$ cat src/rtl/sup_pkg.sv
`timescale 1ns/1ps
package sup_pkg;
    typedef enum logic [1:0] {
        RS_HOLD    = 2'd0,
        RS_STRETCH = 2'd1,
        RS_RUN     = 2'd2
    } rst_state_t;

    typedef enum logic [1:0] {
        WD_OFF   = 2'd0,
        WD_COUNT = 2'd1,
        WD_FIRED = 2'd2
    } wd_state_t;

    localparam logic [1:0] SEL_SHORT = 2'b00;
    localparam logic [1:0] SEL_MED   = 2'b01;
    localparam logic [1:0] SEL_LONG  = 2'b10;
    localparam logic [1:0] SEL_OFF   = 2'b11;
endpackage

$ cat src/rtl/sup_debounce.sv
`timescale 1ns/1ps
// Two-flop synchroniser followed by a stability filter on an active-low pin.
module sup_debounce #(
    parameter int unsigned DEB_CYCLES = 16
) (
    input  logic clk,
    input  logic por_n,
    input  logic raw_n,
    output logic pressed
);
    localparam int CW = $clog2(DEB_CYCLES + 1);
    localparam logic [CW-1:0] LAST = CW'(DEB_CYCLES - 1);

    logic          sync1_n, sync2_n;
    logic          stable_n;
    logic [CW-1:0] cnt;

    always_ff @(posedge clk or negedge por_n) begin
        if (!por_n) begin
            sync1_n <= 1'b1;
            sync2_n <= 1'b1;
        end else begin
            sync1_n <= raw_n;
            sync2_n <= sync1_n;
        end
    end

    always_ff @(posedge clk or negedge por_n) begin
        if (!por_n) begin
            stable_n <= 1'b1;
            cnt      <= '0;
        end else if (sync2_n == stable_n) begin
            cnt <= '0;
        end else if (cnt == LAST) begin
            stable_n <= sync2_n;
            cnt      <= '0;
        end else begin
            cnt <= cnt + 1'b1;
        end
    end

    assign pressed = !stable_n;
endmodule

$ cat src/rtl/sup_reset_fsm.sv
`timescale 1ns/1ps
// Reset sequencer: hold while triggered, then stretch for a fixed count.
module sup_reset_fsm
    import sup_pkg::*;
#(
    parameter int unsigned STRETCH_CYCLES = 2000
) (
    input  logic clk,
    input  logic por_n,
    input  logic trigger,
    output logic sys_rst_n
);
    localparam int CW = $clog2(STRETCH_CYCLES + 1);
    localparam logic [CW-1:0] LAST = CW'(STRETCH_CYCLES - 1);

    rst_state_t    state, nxt;
    logic [CW-1:0] cnt;

    // State register and stretch counter.
    always_ff @(posedge clk or negedge por_n) begin
        if (!por_n) begin
            state <= RS_STRETCH;
            cnt   <= '0;
        end else begin
            state <= nxt;
            if (state == RS_STRETCH && nxt == RS_STRETCH)
                cnt <= cnt + 1'b1;
            else
                cnt <= '0;
        end
    end

    // Transitions.
    always_comb begin
        nxt = state;
        unique case (state)
            RS_HOLD:    nxt = trigger ? RS_HOLD : RS_STRETCH;
            RS_STRETCH: begin
                if (trigger)          nxt = RS_HOLD;
                else if (cnt == LAST) nxt = RS_RUN;
                else                  nxt = RS_STRETCH;
            end
            RS_RUN:     nxt = trigger ? RS_HOLD : RS_RUN;
            default:    nxt = RS_HOLD;
        endcase
    end

    // Outputs.
    always_comb begin
        sys_rst_n = (state == RS_RUN);
    end
endmodule

$ cat src/rtl/sup_watchdog.sv
`timescale 1ns/1ps
// Watchdog with a write-once interval register.
module sup_watchdog
    import sup_pkg::*;
#(
    parameter int unsigned WD_SHORT = 10000,
    parameter int unsigned WD_MED   = 50000,
    parameter int unsigned WD_LONG  = 200000
) (
    input  logic       clk,
    input  logic       por_n,
    input  logic       run,
    input  logic       kick,
    input  logic       sel_wr,
    input  logic [1:0] sel,
    output logic       timeout_n,
    output logic [1:0] sel_q,
    output logic       locked
);
    localparam int unsigned MAX_AB  = (WD_SHORT > WD_MED) ? WD_SHORT : WD_MED;
    localparam int unsigned MAX_CYC = (MAX_AB > WD_LONG) ? MAX_AB : WD_LONG;
    localparam int CW = $clog2(MAX_CYC + 1);

    wd_state_t     state, nxt;
    logic [CW-1:0] cnt;
    logic [CW-1:0] lim_m1;
    logic          enabled;

    // Sticky interval store, blanked only at power-on.
    always_ff @(posedge clk or negedge por_n) begin
        if (!por_n) begin
            sel_q  <= SEL_OFF;
            locked <= 1'b0;
        end else if (sel_wr && !locked) begin
            sel_q  <= sel;
            locked <= 1'b1;
        end
    end

    assign enabled = locked && (sel_q != SEL_OFF);

    always_comb begin
        case (sel_q)
            SEL_SHORT: lim_m1 = CW'(WD_SHORT - 1);
            SEL_MED:   lim_m1 = CW'(WD_MED - 1);
            default:   lim_m1 = CW'(WD_LONG - 1);
        endcase
    end

    // State register and interval counter.
    always_ff @(posedge clk or negedge por_n) begin
        if (!por_n) begin
            state <= WD_OFF;
            cnt   <= '0;
        end else begin
            state <= nxt;
            if (state == WD_COUNT && nxt == WD_COUNT && !kick)
                cnt <= cnt + 1'b1;
            else
                cnt <= '0;
        end
    end

    // Transitions.
    always_comb begin
        nxt = state;
        if (!run || !enabled) begin
            nxt = WD_OFF;
        end else begin
            unique case (state)
                WD_OFF:   nxt = WD_COUNT;
                WD_COUNT: begin
                    if (kick)                nxt = WD_COUNT;
                    else if (cnt == lim_m1)  nxt = WD_FIRED;
                    else                     nxt = WD_COUNT;
                end
                WD_FIRED: nxt = kick ? WD_COUNT : WD_FIRED;
                default:  nxt = WD_OFF;
            endcase
        end
    end

    // Outputs.
    always_comb begin
        timeout_n = (state != WD_FIRED);
    end
endmodule

$ cat src/rtl/supply_supervisor.sv
`timescale 1ns/1ps
module supply_supervisor #(
    parameter int unsigned DEB_CYCLES     = 16,
    parameter int unsigned STRETCH_CYCLES = 2000,
    parameter int unsigned WD_SHORT       = 10000,
    parameter int unsigned WD_MED         = 50000,
    parameter int unsigned WD_LONG        = 200000
) (
    input  logic       clk,
    input  logic       por_n,
    input  logic       vmain_low_i,
    input  logic       vaux_low_i,
    input  logic       mr_pin_n,
    input  logic       wd_kick_i,
    input  logic [1:0] wd_sel_i,
    input  logic       wd_sel_wr_i,
    output logic       sys_rst_n_o,
    output logic       lowline_n_o,
    output logic       aux_fail_n_o,
    output logic       wd_timeout_n_o
);
    logic       mr_pressed;
    logic       rst_trigger;
    logic [1:0] wd_sel_q;
    logic       wd_locked;

    sup_debounce #(.DEB_CYCLES(DEB_CYCLES)) u_deb (
        .clk     (clk),
        .por_n   (por_n),
        .raw_n   (mr_pin_n),
        .pressed (mr_pressed)
    );

    assign rst_trigger = vmain_low_i | mr_pressed;

    sup_reset_fsm #(.STRETCH_CYCLES(STRETCH_CYCLES)) u_rst (
        .clk       (clk),
        .por_n     (por_n),
        .trigger   (rst_trigger),
        .sys_rst_n (sys_rst_n_o)
    );

    sup_watchdog #(
        .WD_SHORT (WD_SHORT),
        .WD_MED   (WD_MED),
        .WD_LONG  (WD_LONG)
    ) u_wd (
        .clk       (clk),
        .por_n     (por_n),
        .run       (sys_rst_n_o),
        .kick      (wd_kick_i),
        .sel_wr    (wd_sel_wr_i),
        .sel       (wd_sel_i),
        .timeout_n (wd_timeout_n_o),
        .sel_q     (wd_sel_q),
        .locked    (wd_locked)
    );

    assign lowline_n_o  = !vmain_low_i;
    assign aux_fail_n_o = !vaux_low_i;
endmodule

$ cat config.mk
export PLATFORM = sky130hd
export DESIGN_NAME = supply_supervisor
export DESIGN_NICKNAME = d
export VERILOG_FILES = /design/src/rtl/sup_pkg.sv /design/src/rtl/sup_debounce.sv /design/src/rtl/sup_reset_fsm.sv /design/src/rtl/sup_watchdog.sv /design/src/rtl/supply_supervisor.sv
export SDC_FILE = /design/constraint.sdc
export NUM_CORES = 1
export LEC_CHECK = 0
export BUFFER_PORTS_ARGS = -buffer_cell sky130_fd_sc_hd__buf_2
export CORE_ASPECT_RATIO = 0.8
export CORE_MARGIN = 5
export CORE_UTILIZATION = 64
export DETAILED_ROUTE_END_ITERATION = 8
export GPL_TIMING_DRIVEN = 0
export PLACE_DENSITY = 0.82
export SYNTH_ARGS = -nofsm -noshare
export SYNTH_HDL_FRONTEND = slang
export SYNTH_SLANG_ARGS = --single-unit
$ cat constraint.sdc
create_clock -name clk -period 5.7 [get_ports clk]
set_input_delay 0.57 -clock clk [delete_from_list [all_inputs] [get_ports clk]]
set_output_delay 0.57 -clock clk [all_outputs]
set_load 0.01 [all_outputs]
==> flow_summary_export.csv, run 1 <==
group,metric,value,unit
timing,drv_slew,0,
finish,num-nets-final,248,
die,die_y,62.4,um
synth,synth_edf_count,0,
die,initial_utilization,0.650,
clock_tree,cts_resized,0,
clock_tree,clockBufferDepth,2,
synth,netlist.area_leader.share,0.434,
timing,tightest_slew,0.941,ns
timing,skew,0.0117,ns
synth,async_flop_share,1.00,
setup_path,worst_ep_required_time,5.85,ns
finish,drive_above_1_share,0.156,
drt,totalWireLength,4170,um
clock_tree,clk_latency,0.30,ns
placement,pre_cts_ws,3.22,ns
synth,synth_ff_type,"dfrtp_1",
clock_tree,cts_tree,"yes",
setup_path,path_max_fanout,10,
min_path,worstHoldEndpoint,"u_deb.sync2_n$_DFF_PN1_",
timing,rsz0062_at_grt,"no",
global_routing,grt_first_pass_wirelength,7160,um
setup_path,start_kind,"register",
drt,dr.pass1.iters,4,
clock_tree,h-tree-depth,2,
timing,whs,0.358,ns
global_routing,grt_overflow_total,0,
die,io_pins,13,
timing,fin_crit_sh,0.444,
synth,postSynthCellCount,217,
placement,io_buffer_count,12,
clock_tree,hold_buffers,0,
placement,gp_congestion,0.858,
drt,viasPerCell,5.85,
timing,setup_tns,0,ns
min_path,holdCritStartpoint,"u_deb.sync1_n$_DFF_PN1_",
finish,syn2layout_area_growth,10.0,%
timing,finalHoldViolCount,0,
timing,setup_viol,0,
synth,synth_area,0.00219,mm^2
setup_path,endpoint_kind,"register",
drt,ant_nets,0,
die,coreArea,0.00338,mm^2
setup_path,rrSetupSlack,3.17,ns
clock_tree,cts_root_buf,"clkbuf_8",
finish,antenna_cells,0,
die,rows,19,
run_status,status,"complete, no violations",
drt,vias,1631,
timing,max_slew_margin,0.373,
synth,yosysTopAreaCell,"dfrtp_1",
synth,ys_ff_latch,44,
pwr,pwr_density_cell,238,mW/mm^2
drt,drt_iter0_markers,146,
timing,fmax,396,MHz
synth,synth.top_cells.by_area,"dfrtp_1 43%, dfstp_2 7.2%, xnor2_1 6.8%",
finish,final_area,0.00241,mm^2
setup_path,worstRegToRegCells,5,
setup_path,timing.rr.start,"u_wd.sel_q[1]$_DFFE_PN1P_",
timing,finalWorstSetupSlack,3.17,ns
setup_path,crit_type,"register to register",
clock_tree,clock-sinks,44,
synth,synth.net_count,229,
die,dieArea,0.00471,mm^2
min_path,hold_class,"register to register",
placement,hpwlAfterDp,2830,um
clock_tree,post_cts_buffers,0,
min_path,hold_path_depth,0,
timing,period_needed,2.53,ns
drt,wl_per_cell,14.9,um
clock_tree,cts_buffers,5,
global_routing,antenna_found_initial,0,
setup_path,worstPathArrival,2.68,ns
setup_path,timing.rr.end,"u_wd.cnt[4]$_DFF_PN0_",
pwr,irDropWorstVdd,0.324,mV
placement,dpl_cell_area,0.00231,mm^2
synth,yosysSeqAreaShare,0.505,
clock_tree,clk_pin_slew,0.08,ns
die,die_x,75.5,um
synth,yosysWarnings,0,
pwr,leakage,0.922,nW
global_routing,grt_pass1_vias,1574,
global_routing,grt_max_degree,45,
drt,drc_errors,0,
synth,synth_cell_types,38,
synth,avgSynthCellArea,10.1,um^2
run,cap_violations,0,
global_routing,grt_usage,0.196,
finish,fillers,256,
routing by layer:
metal  vias to the layer above  track usage  part of all wire
li1                        812            -                 -
met1                       777        0.274              0.48
met2                        35        0.304              0.46
met3                         7       0.0452             0.051
met4                         0       0.0524             0.011
met5                         -            0                 0
synthesized netlist by cell type, types with 3 or more instances:
library cell / count
a211oi_1: 16
a21oi_1: 6
a221oi_1: 3
and2_1: 3
and3_1: 3
clkbuf_1: 3
dfrtp_1: 38
dfstp_2: 6
ha_1: 3
inv_1: 9
mux2_2: 3
nand2_1: 12
nand2b_1: 3
nand3_1: 11
nand4_1: 5
nor2_1: 21
nor2b_1: 5
nor3_1: 9
nor4_1: 4
o21ai_0: 6
or3_1: 5
xnor2_1: 17
xor2_1: 7
power by group:
group	switching [mW]	internal, mW
clock	0.0997	0.130
sequential	0.00340	0.318
combinational	0.0147	0.00830
total	0.118	0.456
registers in the layout, summed over array words and instances, names as in the netlist:
name and count:
u_rst.cnt 11, u_deb.sync1_n 1, u_deb.sync2_n 1, u_wd.locked 1, u_deb.cnt 5, u_rst.state 2, u_wd.sel_q 2, u_deb.stable_n 1
u_wd.state 2, u_wd.cnt 18
worst max path at each step:
stage | start | end | depth (start not counted)
2_1_floorplan | u_wd.sel_q[1]$_DFFE_PN1P_ | u_wd.cnt[10]$_DFF_PN0_ | 6
3_3_place_gp | u_wd.sel_q[1]$_DFFE_PN1P_ | u_wd.cnt[5]$_DFF_PN0_ | 5
3_5_place_dp | u_wd.sel_q[1]$_DFFE_PN1P_ | u_wd.cnt[4]$_DFF_PN0_ | 5
4_1_cts | u_wd.sel_q[1]$_DFFE_PN1P_ | u_wd.cnt[4]$_DFF_PN0_ | 5
5_1_grt | u_wd.sel_q[1]$_DFFE_PN1P_ | u_wd.cnt[4]$_DFF_PN0_ | 5
6_report | u_wd.sel_q[1]$_DFFE_PN1P_ | u_wd.cnt[4]$_DFF_PN0_ | 5
cell type report:
| type | count | area (um^2) | area share |
|---|---|---|---|
| inverter | 9 | 33.8 | 0.0140 |
| multi-input combinational | 158 | 1030 | 0.425 |
| timing repair buffer | 12 | 60.1 | 0.0249 |
| buffer | 6 | 25.0 | 0.0104 |
| sequential | 44 | 1110 | 0.459 |
| tap | 42 | 52.6 | 0.0218 |
| clock buffer | 6 | 72.6 | 0.0301 |
| clock inverter | 2 | 35.0 | 0.0145 |
cells in the final DEF (no fill, tap or decap), types with 7 or more instances in the layout:
master     n
nor3_1     9
nand2_1   12
nand3_1   11
nor2_1    21
inv_1      9
xor2_1     7
xnor2_1   17
buf_2     14
a211oi_1  16
dfrtp_1   38
logic make-up after synthesis:
logic type | synth area share
AND/OR/NAND/NOR | 0.219
flip-flops | 0.505
AO/OA/AOI/OAI | 0.120
XOR/XNOR | 0.0958
buffers and inverters | 0.0268
multiplexers | 0.0154
adder cells (fa/ha/maj) | 0.0171
through the flow:
| stage | instances | power, mW | util |
|---|---|---|---|
| 6_report | 279 | 0.574 | 0.715 |
| 3_3_place_gp | 271 | 0.350 | 0.683 |
| 2_1_floorplan | 217 | 0.338 | - |
| 3_5_place_dp | 271 | 0.351 | 0.683 |
| 5_1_grt | 279 | 0.598 | 0.715 |
| 4_1_cts | 279 | 0.579 | 0.715 |
worst max-delay path: stages, from the launching register on:
cell and delay (ns):
dfstp_2 0.52, clkbuf_1 0.29, nand4_1 0.22, a22oi_1 0.76
clkbuf_1 0.43, a211oi_1 0.15
Note: power is estimated with default switching activity, not from simulation.
==> run 2: changes to the inputs <==
Settings changed: CORE_UTILIZATION 64 to 60, PLACE_DENSITY 0.82 to 0.78.
Clock period 5.7 ns to 2.6 ns, I/O delays scaled along.
==> flow_summary_export.csv, run 2 (synthesis results as in run 1) <==
group,metric,value,unit
setup_path,worstRegToRegCells,6,
finish,multi_input_area,0.00103,mm^2
timing,period_needed,2.41,ns
placement,pre_cts_ws,0.180,ns
setup_path,path_max_fanout,10,
global_routing,grt.met2_usage,0.273,
run_status,status,"complete, no violations",
global_routing,grt_pass1_vias,1670,
setup_path,endpoint_kind,"register",
drt,drt_iter0_markers,130,
finish,top_regs,"u_wd.cnt: 18 flops, u_rst.cnt: 11 flops, u_deb.cnt: 5 flops",
timing,fmax,415,MHz
drt,drc_errors,0,
timing,setup_tns,0,ns
finish,regArea,0.00111,mm^2
run,cap_violations,0,
finish,drive_above_1_share,0.165,
drt,vias,1707,
setup_path,start_kind,"register",
pwr,p_comb_frac,0.042,
finish,mostFrequentLayoutCells,"38 x dfrtp_1, 21 x nor2_1, 17 x xnor2_1",
clock_tree,clock-sinks,44,
global_routing,grt_use_met1,0.283,
placement,io_buffer_count,12,
clock_tree,clk_latency,0.30,ns
die,die_y,64.1,um
setup_path,crit_type,"register to register",
finish,fillers,266,
die,rows,19,
finish,num-nets-final,248,
clock_tree,cts_buffers,5,
setup_path,worst_ep_required_time,2.75,ns
min_path,hold_class,"primary input to register",
pwr,pwr_density_cell,499,mW/mm^2
finish,final_common_cell,"dfrtp_1",
clock_tree,clk_pin_slew,0.08,ns
global_routing,met3_usage,0.0520,
global_routing,grt_max_degree,45,
finish,largest_register_ffs,18,
setup_path,worstPathArrival,2.56,ns
min_path,hold_path_depth,1,
pwr,p_seq_frac,0.588,
drt,dr.pass1.iters,4,
die,initial_utilization,0.632,
clock_tree,cts_tree,"yes",
drt,totalWireLength,4330,um
die,coreArea,0.00347,mm^2
clock_tree,hold_buffers,0,
pwr,internal_power,927,uW
finish,top_register,"u_wd.cnt",
setup_path,critical-path-max-stage-delay,0.63,ns
finish,syn2layout_area_growth,9.58,%
global_routing,grt_first_pass_wirelength,7720,um
timing,rsz0062_at_grt,"no",
clock_tree,h-tree-depth,2,
die,dieArea,0.00497,mm^2
clock_tree,cts_root_buf,"clkbuf_8",
timing,finalWorstSetupSlack,0.192,ns
pwr,leakage,0.918,nW
pwr,switching_share,0.227,
drt,ant_nets,0,
setup_path,crit_chain,"clkbuf_1 > nor4bb_1 > a21oi_1 > nor3_2 > buf_2 > a211oi_1",
global_routing,grt_overflow_total,0,
timing,finalHoldViolCount,0,
drt,viasPerCell,6.12,
pwr,clkPwrFrac,0.370,
placement,hpwlAfterDp,2920,um
global_routing,antenna_found_initial,0,
clock_tree,clockBufferDepth,2,
timing,skew,0.00497,ns
timing,max_slew_margin,0.371,
timing,tightest_slew,0.944,ns
placement,gp_congestion,0.798,
drt,wl_per_cell,15.5,um
global_routing,grt_usage,0.193,
global_routing,busiest_layer,"met1",
die,die_x,77.6,um
setup_path,crit_slowest_cell,"nor3_2",
finish,utilization,0.693,
finish,antenna_cells,0,
timing,drv_slew,0,
timing,setup_viol,0,
pwr,p_sw,272,uW
pwr,irDropWorstVdd,0.291,mV
timing,fin_crit_sh,0.926,
die,io_pins,13,
[run 2: cell types whose count changed in the layout (fill, tap and decap cells not counted)]
cell / change
clkinv_2: +1
clkbuf_1: -1
a22oi_1: -1
clkbuf_8: +1
a22oi_2: +1
bufinv_16: -1
[run 2: cell type report]
type                       instances  share of cell area
buffer                             6              0.0104
clock buffer                       6              0.0344
clock inverter                     2             0.00416
inverter                           9              0.0141
multi-input combinational        158               0.429
sequential                        44               0.461
tap                               42              0.0219
timing repair buffer              12              0.0250
[run 2: critical path: cells and delay by family (launching register included)]
family          cells  cell delay [ns]
flops               1             0.52
simple gates        2             0.88
compound gates      2             0.24
buf+inv             2             0.63
[run 2: power groups by stage]
stage / combinational, mW / clock, mW / sequential [mW]
floorplan: 0.0248 / 0 / 0.715
global placement: 0.0494 / 0 / 0.717
detailed placement: 0.0507 / 0 / 0.717
CTS: 0.0510 / 0.453 / 0.704
global route: 0.0601 / 0.493 / 0.705
finish: 0.0507 / 0.444 / 0.704
[run 2: layer usage]
metal | vias to the layer above | wire (um)
met5 | - | 0
met4 | 0 | 51
met3 | 7 | 272
met2 | 51 | 1980
met1 | 835 | 2020
li1 | 814 | -
[run 2: metrics by stage]
| step | cell area [um^2] | std cells | power (mW) | hold slack (ns) |
|---|---|---|---|---|
| floorplan | 2190 | 217 | 0.740 | -0.0356 |
| detailed placement | 2310 | 271 | 0.768 | 0.348 |
| finish | 2400 | 279 | 1.20 | 0.0558 |
| CTS | 2400 | 279 | 1.21 | 0.0552 |
| global route | 2400 | 279 | 1.26 | 0.0374 |
| global placement | 2310 | 271 | 0.766 | 0.352 |
[run 2: worst paths after layout]
| path | slack, ns | start | to |
|---|---|---|---|
| setup / recovery | 0.19 | u_wd.sel_q[1]$_DFFE_PN1P_ | u_wd.cnt[5]$_DFF_PN0_ |
| hold / removal | 0.06 | mr_pin_n | u_deb.sync1_n$_DFF_PN1_ |
| setup reg to reg | 0.19 | u_wd.sel_q[1]$_DFFE_PN1P_ | u_wd.cnt[5]$_DFF_PN0_ |
| hold reg to reg | 0.36 | u_deb.sync1_n$_DFF_PN1_ | u_deb.sync2_n$_DFF_PN1_ |
| max in group asynchronous | 1.91 | por_n | u_wd.cnt[15]$_DFF_PN0_ |
| min in group asynchronous | 0.10 | por_n | u_rst.cnt[7]$_DFF_PN0_ |
[run 2: what timing repair did]
item	CTS	global route
endpoints found under the setup margin	0	10
resized for setup	0	1
buffers inserted	0	0
